===== src/rtl/lft_pkg.sv =====
`timescale 1ns/1ps
package lft_pkg;
  typedef enum logic [1:0] {
    SRC_XTAL = 2'd0,
    SRC_SYS  = 2'd1,
    SRC_PRE  = 2'd2,
    SRC_NONE = 2'd3
  } lft_src_e;
endpackage


===== src/rtl/lft_tick_mux.sv =====
`timescale 1ns/1ps
module lft_tick_mux
  import lft_pkg::*;
(
  input  logic       xtal_tick,
  input  logic       sys_tick,
  input  logic       pre_tick,
  input  logic [1:0] src_sel,
  output logic       tick
);
  always_comb begin
    unique case (lft_src_e'(src_sel))
      SRC_XTAL: tick = xtal_tick;
      SRC_SYS:  tick = sys_tick;
      SRC_PRE:  tick = pre_tick;
      default:  tick = 1'b0;
    endcase
  end
endmodule


===== src/rtl/lft_counter.sv =====
`timescale 1ns/1ps
module lft_counter #(
  parameter int CNT_W = 14
) (
  input  logic             clk,
  input  logic             rst_n,
  input  logic             tick,
  input  logic             run,
  input  logic [1:0]       src_sel,
  output logic [CNT_W-1:0] cnt,
  output logic             step
);
  logic [CNT_W-1:0] cnt_q, cnt_d;
  logic [1:0]       src_q;
  logic             src_chg;

  assign src_chg = (src_sel != src_q);
  assign step    = run & tick & ~src_chg;

  always_comb begin
    cnt_d = cnt_q;
    if (!run || src_chg) cnt_d = '0;
    else if (tick)       cnt_d = cnt_q + CNT_W'(1);
  end

  always_ff @(posedge clk or negedge rst_n) begin
    if (!rst_n) begin
      cnt_q <= '0;
      src_q <= 2'd0;
    end else begin
      cnt_q <= cnt_d;
      src_q <= src_sel;
    end
  end

  assign cnt = cnt_q;
endmodule


===== src/rtl/lft_tap_detect.sv =====
`timescale 1ns/1ps
module lft_tap_detect #(
  parameter int CNT_W     = 14,
  parameter int SEL_W     = 2,
  parameter int TAP_BASE  = 5,
  parameter int TAP_STEP  = 2
) (
  input  logic [CNT_W-1:0] cnt,
  input  logic             step,
  input  logic [SEL_W-1:0] ivl_sel,
  output logic             ovf_hit,
  output logic             ivl_hit
);
  localparam int NUM_TAPS = 1 << SEL_W;

  logic [NUM_TAPS-1:0] tap_full;

  for (genvar i = 0; i < NUM_TAPS; i++) begin : g_tap
    localparam int TW = TAP_BASE + TAP_STEP * i;
    assign tap_full[i] = &cnt[TW-1:0];
  end

  assign ovf_hit = step & (&cnt);
  assign ivl_hit = step & tap_full[ivl_sel];
endmodule


===== src/rtl/lft_event_flag.sv =====
`timescale 1ns/1ps
module lft_event_flag (
  input  logic clk,
  input  logic rst_n,
  input  logic hit,
  input  logic clr,
  input  logic ie,
  output logic pulse,
  output logic flag,
  output logic req
);
  logic pulse_q, flag_q, flag_d;

  always_comb begin
    flag_d = flag_q;
    if (clr) flag_d = 1'b0;
    if (hit) flag_d = 1'b1;
  end

  always_ff @(posedge clk or negedge rst_n) begin
    if (!rst_n) begin
      pulse_q <= 1'b0;
      flag_q  <= 1'b0;
    end else begin
      pulse_q <= hit;
      flag_q  <= flag_d;
    end
  end

  assign pulse = pulse_q;
  assign flag  = flag_q;
  assign req   = flag_q & ie;
endmodule


===== src/rtl/lf_interval_timer.sv =====
`timescale 1ns/1ps
module lf_interval_timer #(
  parameter int CNT_W     = 14,
  parameter int IVL_SEL_W = 2,
  parameter int TAP_BASE  = 5,
  parameter int TAP_STEP  = 2
) (
  input  logic                 clk,
  input  logic                 rst_n,
  input  logic                 xtal_tick,
  input  logic                 sys_tick,
  input  logic                 pre_tick,
  input  logic [1:0]           src_sel,
  input  logic [IVL_SEL_W-1:0] ivl_sel,
  input  logic                 run,
  input  logic                 ovf_clr,
  input  logic                 ivl_clr,
  input  logic                 ovf_ie,
  input  logic                 ivl_ie,
  output logic                 ovf_pulse,
  output logic                 ivl_pulse,
  output logic                 ovf_flag,
  output logic                 ivl_flag,
  output logic                 irq
);
  localparam int NUM_EV = 2;

  logic [1:0]       rst_sync_q;
  logic             rst_n_sync;
  logic             tick, step;
  logic [CNT_W-1:0] cnt;
  logic [NUM_EV-1:0] ev_hit, ev_clr, ev_ie, ev_pulse, ev_flag, ev_req;

  always_ff @(posedge clk or negedge rst_n) begin
    if (!rst_n) rst_sync_q <= 2'b00;
    else        rst_sync_q <= {rst_sync_q[0], 1'b1};
  end
  assign rst_n_sync = rst_sync_q[1];

  lft_tick_mux u_mux (
    .xtal_tick (xtal_tick),
    .sys_tick  (sys_tick),
    .pre_tick  (pre_tick),
    .src_sel   (src_sel),
    .tick      (tick)
  );

  lft_counter #(.CNT_W(CNT_W)) u_cnt (
    .clk     (clk),
    .rst_n   (rst_n_sync),
    .tick    (tick),
    .run     (run),
    .src_sel (src_sel),
    .cnt     (cnt),
    .step    (step)
  );

  lft_tap_detect #(
    .CNT_W    (CNT_W),
    .SEL_W    (IVL_SEL_W),
    .TAP_BASE (TAP_BASE),
    .TAP_STEP (TAP_STEP)
  ) u_tap (
    .cnt     (cnt),
    .step    (step),
    .ivl_sel (ivl_sel),
    .ovf_hit (ev_hit[0]),
    .ivl_hit (ev_hit[1])
  );

  assign ev_clr = {ivl_clr, ovf_clr};
  assign ev_ie  = {ivl_ie, ovf_ie};

  for (genvar e = 0; e < NUM_EV; e++) begin : g_ev
    lft_event_flag u_flag (
      .clk   (clk),
      .rst_n (rst_n_sync),
      .hit   (ev_hit[e]),
      .clr   (ev_clr[e]),
      .ie    (ev_ie[e]),
      .pulse (ev_pulse[e]),
      .flag  (ev_flag[e]),
      .req   (ev_req[e])
    );
  end

  assign ovf_pulse = ev_pulse[0];
  assign ivl_pulse = ev_pulse[1];
  assign ovf_flag  = ev_flag[0];
  assign ivl_flag  = ev_flag[1];
  assign irq       = |ev_req;
endmodule


===== config.mk =====
export PLATFORM = sky130hd
export DESIGN_NAME = lf_interval_timer
export DESIGN_NICKNAME = d
export VERILOG_FILES = /design/src/rtl/lft_pkg.sv /design/src/rtl/lft_tick_mux.sv /design/src/rtl/lft_counter.sv /design/src/rtl/lft_tap_detect.sv /design/src/rtl/lft_event_flag.sv /design/src/rtl/lf_interval_timer.sv
export SDC_FILE = /design/constraint.sdc
export NUM_CORES = 1
export LEC_CHECK = 0
export BUFFER_PORTS_ARGS = -buffer_cell sky130_fd_sc_hd__buf_2
export CORE_MARGIN = 3
export CORE_UTILIZATION = 31
export CTS_BUF_LIST = sky130_fd_sc_hd__clkbuf_16
export CTS_CLUSTER_DIAMETER = 40
export CTS_CLUSTER_SIZE = 24
export DETAILED_ROUTE_END_ITERATION = 10
export SKIP_CTS_REPAIR_TIMING = 1
export SLEW_MARGIN = 0
export SYNTH_ARGS = -nofsm -noshare
export SYNTH_HDL_FRONTEND = slang
export SYNTH_SLANG_ARGS = --single-unit

===== constraint.sdc =====
create_clock -name clk -period 0.85 [get_ports clk]
set_clock_uncertainty 0.1 [all_clocks]
set_input_delay 0.0425 -clock clk [delete_from_list [all_inputs] [get_ports clk]]
set_output_delay 0.0425 -clock clk [all_outputs]
set_load 0.01 [all_outputs]

==> impl_metrics.env, run 1 <==
export IMPL_grt_pass1_vias=1079
export IMPL_p_sw_share_pct=22.9
export IMPL_setup_viol=23
export IMPL_total_power_mw=2.36
export IMPL_numCtsBuffers=3
export IMPL_cp_start_kind="flop"
export IMPL_grt_pass1_wl_um=4600
export IMPL_path_clk_slew_ps=60
export IMPL_power_frac_comb_pct=11.9
export IMPL_rr_endpoint="g_ev[1].u_flag.flag$_DFFE_PN0P_"
export IMPL_power_frac_clock_pct=42.8
export IMPL_rows=20
export IMPL_drtAntennaViolNets=0
export IMPL_fillers=275
export IMPL_cts_root_buf="clkbuf_16"
export IMPL_synthCells=111
export IMPL_hp_start="ivl_clr"
export IMPL_worst_ep_required_time_ps=900
export IMPL_hold_depth=3
export IMPL_hp_class="in -> reg"
export IMPL_reg2reg_slack_ps=-930
export IMPL_fmax_mhz=562
export IMPL_vias_per_cell=5.14
export IMPL_p_sw_mw=0.541
export IMPL_cts_tree="yes"
export IMPL_synth_cell_type_count=33
export IMPL_finalHoldViolations=4
export IMPL_netlist_area_sq_mm=0.00110
export IMPL_rsz0062_at_grt="yes"
export IMPL_dp_hpwl_um=2020
export IMPL_synth_flop_cell="dfrtp_1"
export IMPL_antenna_found_initial=0
export IMPL_dieArea_sq_mm=0.00429
export IMPL_design_core_area_sq_mm=0.00320
export IMPL_gp_congestion=0.804
export IMPL_cp_arrival_ps=1830
export IMPL_drc=0
export IMPL_die_x_um=65.5
export IMPL_p_per_area_mw_per_mm2=1240
export IMPL_critPathCaptureType="flop"
export IMPL_synth_ff_latch_count=22
export IMPL_crit_type="reg -> reg"
export IMPL_wl_met3_um=95
export IMPL_highest_layer="met4"
export IMPL_leakage_nw=0.832
export IMPL_timing_hold_ws_ps=-54.5
export IMPL_finalMaxSlewViolations=0
export IMPL_antenna_cells=0
export IMPL_drt_pass1_iter_count=4
export IMPL_crit_slowest_cell="dfrtp_1"
export IMPL_wl_per_cell_um=14.7
export IMPL_setup_tns_ps=-11940
export IMPL_wl_met1_um=1400
export IMPL_cap_violations=0
export IMPL_holdPathEnd="g_ev[1].u_flag.flag$_DFFE_PN0P_"
export IMPL_io_pins=19
export IMPL_crit_fanout=3
export IMPL_wl_met2_um=1640
export IMPL_num_vias=1106
export IMPL_critPathMaxStageDelay_ps=360
export IMPL_violations="hold timing, setup timing"
export IMPL_clockBufferDepth=2
export IMPL_clk_insertion_delay_late_ps=260
export IMPL_timing_rr_start="u_cnt.cnt[0]$_DFFE_PN0P_"
export IMPL_synth_top_cell_area_share_pct=50.1
export IMPL_post_route_min_period_ps=1780
export IMPL_clock_sinks=22
export IMPL_finalWorstSetupSlack_ps=-929
export IMPL_drt_iter0_drc=35
export IMPL_pwr_share_seq_pct=45.3
export IMPL_htreeDepth=1
export IMPL_reg2reg_depth=8
export IMPL_start_util_pct=34.3
export IMPL_synth_edff_count=0
export IMPL_syn_to_final_growth_pct=73.1
export IMPL_synth_top_cell_by_area="dfrtp_1"
export IMPL_track_usage_pct=13.8
export IMPL_seq_area_frac_synth_pct=50.1
export IMPL_synth_warnings=0
export IMPL_status="finished with violations"
export IMPL_io_buffers=18
export IMPL_drt_wl_total_um=3170
export IMPL_die_y_um=65.5
export IMPL_final_nets=189
export IMPL_syn_nets=128
export IMPL_p_int_mw=1.82
export IMPL_avgSynthCellArea_sq_um=9.90
export IMPL_crit_top_cell="and3_4"
export IMPL_synthTopCellsByArea="dfrtp_1, a21oi_1, nand2_1"
export IMPL_peakVddDrop_mv=0.680
export IMPL_grt_max_degree=21
export IMPL_synthArstFlopShare_pct=100
export IMPL_timing_final_crit_share_pct=209
export IMPL_globalRouteOverflowTotal=0
export IMPL_drive_above_1_share_pct=57.3
export IMPL_crit_chain="ha_2 > and3_4 > and3_4 > ha_4 > inv_2 > o21ai_2 > a31oi_1 > o41ai_1"
-- flip-flops by register name (all words and copies together), names as in the netlist --
register           count
u_cnt.cnt             14
g_ev.u_flag.flag       2
g_ev.u_flag.pulse      2
rst_sync_q             2
u_cnt.src_q            2
-- cell type report --
type                            count  area [sq um]  share of cell area, %
Timing Repair Buffer               60           450                   23.7
Tap cell                           44          55.1                   2.89
Clock buffer                        3          75.1                   3.95
Sequential cell                    22           551                   28.9
Multi-Input combinational cell     81           752                   39.5
Inverter                            4          15.0                  0.789
Clock inverter                      1          3.75                  0.197
-- routing by layer --
layer / GRT usage, % / vias to the layer above
met3: 2.56 / 3
li1: - / 529
met2: 24.3 / 17
met4: 5.70 / 0
met1: 16.4 / 557
met5: 0 / -
-- Yosys cell counts, types with 2 or more instances --
| cell type | count |
|---|---|
| o31ai_1 | 6 |
| buf_2 | 2 |
| nand2b_1 | 2 |
| or4_1 | 6 |
| o21ai_0 | 2 |
| nand3_1 | 7 |
| dfrtp_1 | 22 |
| and3_1 | 4 |
| a21oi_1 | 11 |
| inv_1 | 4 |
| xnor2_1 | 3 |
| nor4_1 | 4 |
| ha_1 | 3 |
| nand2_1 | 14 |
| mux2i_1 | 3 |
-- critical path: cells and delay by family, from the launching register on --
family	cells	cell delay, ps
compound gates	3	500
buf+inv	1	30
flops	1	360
simple gates	2	370
fa+ha+maj	2	310
-- cell families after synthesis --
kind of cell | after synthesis | share of synthesized area, %
AND/OR/NAND/NOR | 44 | 21.9
AO/OA/AOI/OAI | 27 | 15.5
flip-flops | 22 | 50.1
buffers and inverters | 8 | 3.64
adder cells (fa/ha/maj) | 3 | 3.42
XOR/XNOR | 3 | 2.39
multiplexers | 3 | 2.73
other | 1 | 0.341
-- through the flow --
stage | setup slack (ps) | cell area [sq um] | instances | utilization (%)
after floorplan | -888 | 1160 | 111 | -
after global placement | -856 | 1520 | 201 | 47.5
after detailed placement | -922 | 1520 | 201 | 47.5
after CTS | -959 | 1600 | 205 | 50.0
after global routing | -1020 | 1900 | 215 | 59.4
final | -929 | 1900 | 215 | 59.4
-- how the worst max path moves through the flow --
stage	start	to	cells past startpoint
final	u_cnt.cnt[0]$_DFFE_PN0P_	g_ev[1].u_flag.flag$_DFFE_PN0P_	8
after global routing	u_cnt.cnt[0]$_DFFE_PN0P_	g_ev[1].u_flag.flag$_DFFE_PN0P_	8
after CTS	u_cnt.cnt[1]$_DFFE_PN0P_	g_ev[1].u_flag.pulse$_DFF_PN0_	8
after detailed placement	u_cnt.cnt[1]$_DFFE_PN0P_	g_ev[1].u_flag.flag$_DFFE_PN0P_	8
after global placement	u_cnt.cnt[1]$_DFFE_PN0P_	g_ev[1].u_flag.pulse$_DFF_PN0_	8
after floorplan	u_cnt.cnt[0]$_DFFE_PN0P_	g_ev[1].u_flag.pulse$_DFF_PN0_	9
-- power groups by stage --
stage / clock network, mW / registers (mW) / logic, mW
2_1_floorplan: 0 / 1.10 / 0.0981
3_3_place_gp: 0 / 1.09 / 0.216
3_5_place_dp: 0 / 1.09 / 0.222
4_1_cts: 1.02 / 1.07 / 0.223
5_1_grt: 1.08 / 1.07 / 0.302
6_report: 1.01 / 1.07 / 0.280
-- placed cells by master, fill, tap and decap left out, types with 2 or more instances in the layout --
master and n:
a21oi_1 3, a21oi_2 8, and3_4 3, buf_2 18, buf_4 31, buf_6 6
clkbuf_16 3, dfrtp_1 22, dlygate4sd3_1 4, ha_4 2, inv_1 3, mux2i_1 3
nand2_1 10, nand2_4 2, nand2b_1 2, nand3_1 2, nand3_2 3, nand3_4 2
nor4_4 3, o31ai_1 5, or4_1 2, or4_4 4, xnor2_2 2
Power figures use the tool's default switching activity.
==> run 2: changes to the inputs <==
- CORE_MARGIN: 3 -> 5
- SETUP_SLACK_MARGIN: default -> 0.5
==> impl_metrics.env, run 2 (synthesis gave the netlist of run 1 again) <==
export IMPL_wl_per_cell_um=13.9
export IMPL_drive_above_1_share_pct=55.4
export IMPL_die_x_um=69.5
export IMPL_cts_root_buf="clkbuf_16"
export IMPL_dieArea_sq_mm=0.00483
export IMPL_p_sw_mw=0.529
export IMPL_dpl_cell_area_sq_mm=0.00152
export IMPL_drt_iter0_drc=35
export IMPL_clock_sinks=22
export IMPL_final_core_util_pct=54.9
export IMPL_clockBufferDepth=2
export IMPL_rsz0062_at_grt="yes"
export IMPL_p_int_mw=1.85
export IMPL_grt_pass1_wl_um=4710
export IMPL_design_core_area_sq_mm=0.00339
export IMPL_cts_tree="yes"
export IMPL_cp_top_family="compound AO/OA/AOI/OAI gates"
export IMPL_io_pins=19
export IMPL_power_frac_clock_pct=41.6
export IMPL_p_sw_share_pct=22.3
export IMPL_htreeDepth=1
export IMPL_antenna_cells=0
export IMPL_p_per_area_mw_per_mm2=1280
export IMPL_hp_class="in -> reg"
export IMPL_crit_chain="ha_2 > and3_4 > and3_4 > ha_4 > inv_2 > o21ai_2 > a31oi_1 > o41ai_1"
export IMPL_drt_wl_total_um=2980
export IMPL_vias_per_cell=5.02
export IMPL_grt_pass1_vias=1101
export IMPL_dp_hpwl_um=2040
export IMPL_pwr_share_seq_pct=45.1
export IMPL_multi_input_area_sq_um=719
export IMPL_critPathMaxStageDelay_ps=360
export IMPL_crit_top_cell="and3_4"
export IMPL_largest_register_ffs=14
export IMPL_setup_viol=23
export IMPL_leakage_nw=0.787
export IMPL_crit_slowest_cell="dfrtp_1"
export IMPL_drtAntennaViolNets=0
export IMPL_path_clk_slew_ps=60
export IMPL_timing_hold_ws_ps=-157
export IMPL_crit_fanout=5
export IMPL_drc=0
export IMPL_cp_start_kind="flop"
export IMPL_gp_congestion=0.793
export IMPL_fillers=278
export IMPL_post_route_min_period_ps=1710
export IMPL_drt_pass1_iter_count=4
export IMPL_clk_insertion_delay_late_ps=250
export IMPL_antenna_found_initial=0
export IMPL_worst_ep_required_time_ps=900
export IMPL_design_area_sq_mm=0.00186
export IMPL_start_util_pct=32.4
export IMPL_die_y_um=69.5
export IMPL_critPathBufInv=1
export IMPL_seq_area_sq_um=552
export IMPL_finalMaxSlewViolations=0
export IMPL_final_cell_mix="buf_4, dfrtp_1, buf_2"
export IMPL_num_vias=1075
export IMPL_finalHoldViolations=6
export IMPL_final_nets=186
export IMPL_violations="hold timing, setup timing"
export IMPL_cp_arrival_ps=1760
export IMPL_numCtsBuffers=3
export IMPL_track_usage_pct=11.9
export IMPL_io_buffers=18
export IMPL_power_frac_comb_pct=13.3
export IMPL_crit_type="reg -> reg"
export IMPL_globalRouteOverflowTotal=0
export IMPL_grt_max_degree=21
export IMPL_status="finished with violations"
export IMPL_final_common_cell="buf_4"
export IMPL_critPathCaptureType="flop"
export IMPL_timing_final_crit_share_pct=201
export IMPL_rows=21
export IMPL_peakVddDrop_mv=0.875
export IMPL_setup_tns_ps=-11710
export IMPL_syn_to_final_growth_pct=69.5
export IMPL_finalWorstSetupSlack_ps=-862
export IMPL_cap_violations=0
export IMPL_fmax_mhz=584
[run 2: cell types whose count changed in the layout (fill, tap and decap cells not counted), moves of 2 or more]
cell           before  now
buf_4              31   28
dlygate4sd3_1       4    1
nand2_1            10   12
nand2_4             2    0
or4_1               2    4
or4_4               4    2
[run 2: cell type report]
type / count / area share, %
clock buffers: 3 / 4.03
well taps: 46 / 3.09
clock inverters: 1 / 0.202
flip-flops and latches: 22 / 29.6
inverters: 4 / 0.806
multi-input cells: 81 / 38.6
repair buffers: 57 / 23.6
[run 2: through the flow]
| step | power (mW) | std cells | worst slack, ps |
|---|---|---|---|
| after floorplan | 1.20 | 111 | -888 |
| after global placement | 1.31 | 202 | -860 |
| after detailed placement | 1.32 | 202 | -943 |
| after CTS | 2.33 | 206 | -960 |
| after global routing | 2.49 | 214 | -951 |
| final | 2.38 | 214 | -862 |
[run 2: worst paths after layout]
kind,start,end,slack (ps),cells after the start
setup / recovery,u_cnt.cnt[0]$_DFFE_PN0P_,g_ev[1].u_flag.flag$_DFFE_PN0P_,-860,8
hold / removal,src_sel[1],u_cnt.src_q[1]$_DFF_PN0_,-160,1
setup reg to reg,u_cnt.cnt[0]$_DFFE_PN0P_,g_ev[1].u_flag.flag$_DFFE_PN0P_,-860,8
hold reg to reg,rst_sync_q[1]$_DFF_PN0_,u_cnt.src_q[1]$_DFF_PN0_,160,1
max in group asynchronous,rst_sync_q[1]$_DFF_PN0_,u_cnt.cnt[6]$_DFFE_PN0P_,370,1
min in group asynchronous,rst_n,rst_sync_q[1]$_DFF_PN0_,-10,2
[run 2: worst reg2reg max path, delay by kind of cell, from the launching register on]
kind                     cells  cell delay (ps)
buffers and inverters        1               30
AO/OA/AOI/OAI                3              410
adder cells (fa/ha/maj)      2              300
flip-flops                   1              360
AND/OR/NAND/NOR              2              400
[run 2: power groups by stage]
| stage | Combinational, mW | Sequential, mW | Clock (mW) |
|---|---|---|---|
| 2_1_floorplan | 0.0980 | 1.10 | 0 |
| 3_3_place_gp | 0.224 | 1.09 | 0 |
| 3_5_place_dp | 0.231 | 1.09 | 0 |
| 4_1_cts | 0.232 | 1.07 | 1.03 |
| 5_1_grt | 0.347 | 1.07 | 1.07 |
| 6_report | 0.316 | 1.07 | 0.989 |
[run 2: layer usage]
metal  part of all wire [%]  GRT usage, %
met1                     39          13.0
met2                     56          21.7
met3                    5.5          4.20
met4                   0.34          2.82
met5                      0             0
